## src/rtl/cmt_pkg.sv

```systemverilog
package cmt_pkg;

  typedef enum logic [1:0] {
    REG_COUNT = 2'd0,
    REG_CMPA  = 2'd1,
    REG_CMPB  = 2'd2,
    REG_CTRL  = 2'd3
  } reg_sel_e;

  typedef enum logic [1:0] {
    ACT_NONE   = 2'b00,
    ACT_LOW    = 2'b01,
    ACT_HIGH   = 2'b10,
    ACT_TOGGLE = 2'b11
  } pin_act_e;

  // flag indices, also their order upward from the flag field base
  localparam int FLG_WRAP  = 0;
  localparam int FLG_A     = 1;
  localparam int FLG_B     = 2;
  localparam int NUM_FLAGS = 3;

  localparam int SEL_W        = 4;
  localparam int STAT_ONE_BIT = SEL_W;
  localparam int STAT_FLG_LSB = SEL_W + 1;
  localparam int STAT_W       = STAT_FLG_LSB + NUM_FLAGS;

  function automatic logic apply_act(input pin_act_e act, input logic lvl);
    case (act)
      ACT_LOW:    apply_act = 1'b0;
      ACT_HIGH:   apply_act = 1'b1;
      ACT_TOGGLE: apply_act = ~lvl;
      default:    apply_act = lvl;
    endcase
  endfunction

endpackage

```

## src/rtl/cmt_counter.sv

```systemverilog
module cmt_counter #(
  parameter int W = 8
) (
  input  logic         clk,
  input  logic         rst_n,
  input  logic         en,
  input  logic         load,
  input  logic [W-1:0] load_val,
  input  logic [W-1:0] cmp_a,
  input  logic [W-1:0] cmp_b,
  output logic [W-1:0] cnt,
  output logic         hit_a,
  output logic         hit_b,
  output logic         wrap
);

  localparam logic [W-1:0] TOP = {W{1'b1}};

  logic [W-1:0] cnt_q, cnt_d;
  logic         step;

  assign step = en & ~load;

  always_comb begin
    cnt_d = cnt_q;
    if (load) begin
      cnt_d = load_val;
    end else if (en) begin
      cnt_d = cnt_q + {{(W-1){1'b0}}, 1'b1};
    end
  end

  always_ff @(posedge clk or negedge rst_n) begin
    if (!rst_n) begin
      cnt_q <= '0;
    end else if (load | en) begin
      cnt_q <= cnt_d;
    end
  end

  assign cnt   = cnt_q;
  assign hit_a = step & (cnt_q == cmp_a);
  assign hit_b = step & (cnt_q == cmp_b);
  assign wrap  = step & (cnt_q == TOP);

endmodule

```

## src/rtl/cmt_flags.sv

```systemverilog
module cmt_flags #(
  parameter int N = 3
) (
  input  logic         clk,
  input  logic         rst_n,
  input  logic [N-1:0] set,
  input  logic [N-1:0] ack,
  input  logic         rd_stb,
  input  logic         wr_stb,
  input  logic [N-1:0] wr_bits,
  output logic [N-1:0] flag
);

  logic [N-1:0] flag_q, flag_d;
  logic [N-1:0] arm_q, arm_d;

  for (genvar i = 0; i < N; i++) begin : g_flag
    logic clr;

    // armed write of zero, or an acknowledge, retires the flag
    assign clr = ack[i] | (wr_stb & ~wr_bits[i] & arm_q[i]);

    always_comb begin
      flag_d[i] = set[i] | (flag_q[i] & ~clr);
      if (wr_stb) begin
        arm_d[i] = 1'b0;
      end else if (rd_stb) begin
        arm_d[i] = flag_q[i];
      end else begin
        arm_d[i] = arm_q[i] & flag_q[i];
      end
    end

    always_ff @(posedge clk or negedge rst_n) begin
      if (!rst_n) begin
        flag_q[i] <= 1'b0;
        arm_q[i]  <= 1'b0;
      end else begin
        flag_q[i] <= flag_d[i];
        arm_q[i]  <= arm_d[i];
      end
    end
  end

  assign flag = flag_q;

endmodule

```

## src/rtl/cmt_outpin.sv

```systemverilog
module cmt_outpin
  import cmt_pkg::*;
(
  input  logic             clk,
  input  logic             rst_n,
  input  logic [SEL_W-1:0] sel,
  input  logic             hit_a,
  input  logic             hit_b,
  output logic             pin,
  output logic             pin_en
);

  pin_act_e act_a, act_b;
  logic     lvl_q, lvl_d;
  logic     upd;

  assign act_a = pin_act_e'(sel[1:0]);
  assign act_b = pin_act_e'(sel[3:2]);

  always_comb begin
    lvl_d = lvl_q;
    upd   = 1'b0;
    if (hit_b && act_b != ACT_NONE) begin
      lvl_d = apply_act(act_b, lvl_q);
      upd   = 1'b1;
    end else if (hit_a && act_a != ACT_NONE) begin
      lvl_d = apply_act(act_a, lvl_q);
      upd   = 1'b1;
    end
  end

  always_ff @(posedge clk or negedge rst_n) begin
    if (!rst_n) begin
      lvl_q <= 1'b0;
    end else if (upd) begin
      lvl_q <= lvl_d;
    end
  end

  assign pin_en = |sel;
  assign pin    = pin_en & lvl_q;

endmodule

```

## src/rtl/cmt_status_unit.sv

```systemverilog
module cmt_status_unit
  import cmt_pkg::*;
#(
  parameter int DATA_W = 8
) (
  input  logic              clk,
  input  logic              rst_n,
  input  logic              cnt_en,
  input  logic [1:0]        bus_addr,
  input  logic              bus_wr,
  input  logic              bus_rd,
  input  logic [DATA_W-1:0] bus_wdata,
  output logic [DATA_W-1:0] bus_rdata,
  input  logic              ack_a,
  input  logic              ack_b,
  output logic              irq_cma,
  output logic              irq_cmb,
  output logic              irq_ovf,
  output logic              cmp_out,
  output logic              out_en
);

  // reset: asserted asynchronously, released on a clock edge
  logic [1:0] rst_pipe_q;
  logic       rst_sync_n;

  always_ff @(posedge clk or negedge rst_n) begin
    if (!rst_n) begin
      rst_pipe_q <= 2'b00;
    end else begin
      rst_pipe_q <= {rst_pipe_q[0], 1'b1};
    end
  end
  assign rst_sync_n = rst_pipe_q[1];

  // bus decode
  reg_sel_e sel_reg;
  logic     wr_cnt, wr_cmpa, wr_cmpb, wr_ctrl, rd_ctrl;

  assign sel_reg = reg_sel_e'(bus_addr);
  assign wr_cnt  = bus_wr & (sel_reg == REG_COUNT);
  assign wr_cmpa = bus_wr & (sel_reg == REG_CMPA);
  assign wr_cmpb = bus_wr & (sel_reg == REG_CMPB);
  assign wr_ctrl = bus_wr & (sel_reg == REG_CTRL);
  assign rd_ctrl = bus_rd & (sel_reg == REG_CTRL);

  // compare and select registers
  logic [DATA_W-1:0] cmp_a_val, cmp_a_d;
  logic [DATA_W-1:0] cmp_b_val, cmp_b_d;
  logic [SEL_W-1:0]  sel_val, sel_d;

  always_comb begin
    cmp_a_d = wr_cmpa ? bus_wdata : cmp_a_val;
    cmp_b_d = wr_cmpb ? bus_wdata : cmp_b_val;
    sel_d   = wr_ctrl ? bus_wdata[SEL_W-1:0] : sel_val;
  end

  always_ff @(posedge clk or negedge rst_sync_n) begin
    if (!rst_sync_n) begin
      cmp_a_val <= '1;
      cmp_b_val <= '1;
      sel_val   <= '0;
    end else begin
      if (wr_cmpa) cmp_a_val <= cmp_a_d;
      if (wr_cmpb) cmp_b_val <= cmp_b_d;
      if (wr_ctrl) sel_val   <= sel_d;
    end
  end

  // counter
  logic [DATA_W-1:0] cnt_val;
  logic              hit_a, hit_b, wrap;

  cmt_counter #(.W(DATA_W)) u_counter (
    .clk      (clk),
    .rst_n    (rst_sync_n),
    .en       (cnt_en),
    .load     (wr_cnt),
    .load_val (bus_wdata),
    .cmp_a    (cmp_a_val),
    .cmp_b    (cmp_b_val),
    .cnt      (cnt_val),
    .hit_a    (hit_a),
    .hit_b    (hit_b),
    .wrap     (wrap)
  );

  // flags
  logic [NUM_FLAGS-1:0] flg_set, flg_ack, flg_val;

  always_comb begin
    flg_set           = '0;
    flg_set[FLG_WRAP] = wrap;
    flg_set[FLG_A]    = hit_a;
    flg_set[FLG_B]    = hit_b;
    flg_ack           = '0;
    flg_ack[FLG_A]    = ack_a;
    flg_ack[FLG_B]    = ack_b;
  end

  cmt_flags #(.N(NUM_FLAGS)) u_flags (
    .clk     (clk),
    .rst_n   (rst_sync_n),
    .set     (flg_set),
    .ack     (flg_ack),
    .rd_stb  (rd_ctrl),
    .wr_stb  (wr_ctrl),
    .wr_bits (bus_wdata[STAT_FLG_LSB +: NUM_FLAGS]),
    .flag    (flg_val)
  );

  // output pin
  cmt_outpin u_outpin (
    .clk    (clk),
    .rst_n  (rst_sync_n),
    .sel    (sel_val),
    .hit_a  (hit_a),
    .hit_b  (hit_b),
    .pin    (cmp_out),
    .pin_en (out_en)
  );

  // read mux
  logic [STAT_W-1:0] stat_word;

  assign stat_word = {flg_val, 1'b1, sel_val};

  always_comb begin
    case (sel_reg)
      REG_COUNT: bus_rdata = cnt_val;
      REG_CMPA:  bus_rdata = cmp_a_val;
      REG_CMPB:  bus_rdata = cmp_b_val;
      default:   bus_rdata = DATA_W'(stat_word);
    endcase
  end

  assign irq_cma = flg_val[FLG_A];
  assign irq_cmb = flg_val[FLG_B];
  assign irq_ovf = flg_val[FLG_WRAP];

endmodule

```

## config.mk

```make
export PLATFORM = sky130hd
export DESIGN_NAME = cmt_status_unit
export DESIGN_NICKNAME = d
export VERILOG_FILES = /design/src/rtl/cmt_pkg.sv /design/src/rtl/cmt_counter.sv /design/src/rtl/cmt_flags.sv /design/src/rtl/cmt_outpin.sv /design/src/rtl/cmt_status_unit.sv
export SDC_FILE = /design/constraint.sdc
export NUM_CORES = 1
export LEC_CHECK = 0
export ABC_AREA = 1
export ABC_CLOCK_PERIOD_IN_PS = 3000
export BUFFER_PORTS_ARGS = -buffer_cell sky130_fd_sc_hd__buf_4
export CORE_ASPECT_RATIO = 1.25
export CORE_MARGIN = 1.5
export CORE_UTILIZATION = 25
export DETAILED_ROUTE_END_ITERATION = 16
export GPL_ROUTABILITY_DRIVEN = 0
export PLACE_DENSITY = 0.42
export SLEW_MARGIN = 40
export SYNTH_ARGS = -nofsm -noshare
export SYNTH_HDL_FRONTEND = slang
export SYNTH_SLANG_ARGS = --single-unit
```

## constraint.sdc

```tcl
create_clock -name clk -period 3 [get_ports clk]
set_input_delay 0.75 -clock clk [delete_from_list [all_inputs] [get_ports clk]]
set_output_delay 0.75 -clock clk [all_outputs]
set_load 0.02 [all_outputs]
```

==> reports/metrics.yaml <==
crit_family: "buffers and inverters"
ys_warn_count: 0
critical_path.max_fanout: 7
viasPerCell: 4.301
placed_cells: 427
design_area_mm2: 0.002646
slew_headroom: 0.5873
grt_first_pass_wirelength_um: 9956
fp.dieArea_mm2: 0.009410
worst_slew_pin_slew_ns: 0.6190
multi_input_area_mm2: 0.001055
grt_pass1_vias: 1829
synth_fp_nets: 307
power.static_leakage_nw: 1.214
drcViolationCount: 0
clock_skew_ns: 0.002801
drt_iter0_drc: 80
wl_per_cell_um: 14.04
fp-row-count: 38
n_fill_cell: 982
hpwlAfterDp_um: 4704
synthTopCellsByArea: "dfrtp_1, dfstp_2, nand2_1"
report.final.setup_viol: 0
crit_type: "in -> out"
grt_max_degree: 36
power_mw: 1.635
yosysMostFrequentCell: "nand2_1"
yosysUniqueCellTypes: 33
dpl_worst_slack_ns: 0.4029
synth_top_area_cell: "dfrtp_1"
timing.final.ws_setup_ns: 0.3967
async_reset_ff_frac: 1.000
wl_um: 6109
synthFlopType: "dfrtp_1"
crit_slowest_cell: "nor2_2"
start_kind: "input port"
cp_cell_sequence: "buf_4 -> inv_1 -> nor2_2 -> inv_1 -> o22ai_1 -> a21oi_1 -> o21ai_0 -> buf_4"
slew_viol_final: 0
min_period_ns: 2.603
grt_usage: 0.1420
yosysSeqAreaShare: 0.4283
core_area_mm2: 0.008653
syn_to_final_growth_pct: 19.83
syn-instance-count: 283
numCtsBuffers: 5
placed_cell_area_mm2: 0.002545
fin_cells: 435
synth_edf_count: 0
arrival_ns: 1.85
dieWidth_um: 87.07
status: "complete, no violations"
nNetsFinal: 338
ctsHoldBuffers: 0
register_area_um2: 945.9
post_cts_resized: 0
insertion_delay_ns: 0.29
use_met2: 0.2270
tns_ns: 0
max_freq_ghz: 0.3841
hold_path_class: "in -> async"
grt_busiest_layer: "met2"
synth_commonest_cells: "nand2_1, inv_1, dfrtp_1"
cts_max_path_buffers: 2
antenna_found_initial: 0
crit_path_end_kind: "output port"
drive_above_1_share: 0.2190
synth.cell_area_mm2: 0.002208
cap_violations: 0
synth_top_area_share: 0.2380
io_pins: 30
htree_levels: 2
initial_core_util: 0.2552
hold_ws_ns: 0.2209
hold_violations: 0
diodes: 0
path_clk_slew_ns: 0.08
post_cts_buffers: 0
die_h_um: 108.1
antenna_left: 0
vias: 1871
fin_util: 0.3058
firstDrtPassIters: 4
cp_num_buf_inv: 4
use_met1: 0.1859
syn_avg_cell_area_um2: 7.803
ir_worst_vdd_uv: 159.0
yosys_register_bits: 37
cts_tree: "built"
min_period_over_period: 0.8678
numPortBuffers: 29
grtUsageMet3: 0.02366
rsz0062_at_grt: "false"
cts-root-buf: "clkbuf_8"
clkSinkCount: 37
pwr_density_cell_mw_per_mm2: 618.0
gr-total-overflow: 0
slowest_delay_ns: 0.25
worstPathRequired_ns: 2.25
-- power breakdown --
part	leakage [nW]	internal (mW)	switching, mW	total [mW]
clock network	0.0542	0.208	0.190	0.398
logic	0.732	0.215	0.292	0.507
registers	0.427	0.611	0.119	0.730
-- placed cells by master, fill, tap and decap left out, drive strengths merged, types with 3 or more instances in the layout --
master,synthesis,routed
a21oi,7,7
buf,5,31
clkbuf,2,7
dfrtp,21,21
dfstp,16,16
ha,7,7
inv,43,43
nand2,90,90
nand3,6,6
nand4,4,4
nor2,18,18
nor3,4,4
o2111ai,3,3
o21ai,25,25
o221ai,5,5
xnor2,8,8
xor2,6,6
-- state kept, by name, summed over array words and instances, names as in the netlist --
signal and cells:
u_counter.cnt 8, cmp_a_val 8, u_flags.flag 3, sel_val 4, rst_pipe_q 2, u_flags.arm_q 3
cmp_b_val 8, u_outpin.lvl_q 1
-- worst paths after layout --
| path | slack [ns] | startpoint | endpoint | depth (start not counted) |
|---|---|---|---|---|
| worst max-delay path | 0.40 | bus_addr[0] | bus_rdata[6] | 8 |
| worst min-delay path | 0.22 | rst_n | rst_pipe_q[0] | 1 |
| worst max register to register | 1.39 | u_counter.cnt[0] | u_counter.cnt[6] | 5 |
| worst min register to register | 0.29 | rst_pipe_q[1] | u_counter.cnt[2] | 1 |
| max in group asynchronous | 2.35 | rst_pipe_q[1] | cmp_a_val[7] | 1 |
| min in group clk | 0.35 | rst_pipe_q[0] | rst_pipe_q[1] | 0 |
-- area by class of cell --
class / count / share of cell area
clock buffers: 7 / 0.03641
repair buffers: 31 / 0.08794
flip-flops and latches: 37 / 0.3574
clock inverters: 1 / 0.001891
multi-input cells: 196 / 0.3986
inverters: 43 / 0.06099
well taps: 120 / 0.05674
-- metal layers --
layer | up-vias | share of wire
met2 | 29 | 0.48
met3 | 9 | 0.024
met5 | - | 0
li1 | 961 | -
met1 | 872 | 0.47
met4 | 0 | 0.025
-- cells by family (layout without fill, tap and decap cells) --
group | Yosys count | after routing | synth area share
compound gates | 51 | 51 | 0.1411
simple gates | 123 | 123 | 0.2397
xor+xnor | 14 | 14 | 0.05553
fa+ha+maj | 7 | 7 | 0.03966
buf+inv | 50 | 82 | 0.09404
other cells | 1 | 1 | 0.001698
flops | 37 | 37 | 0.4283
-- worst reg2reg max path: stages (launching register included) --
cell	delay [ns]
dfrtp_1	0.51
ha_1	0.22
nand3_1	0.15
nor3_1	0.31
xor2_1	0.17
o221ai_1	0.11
Power figures use the tool's default switching activity.
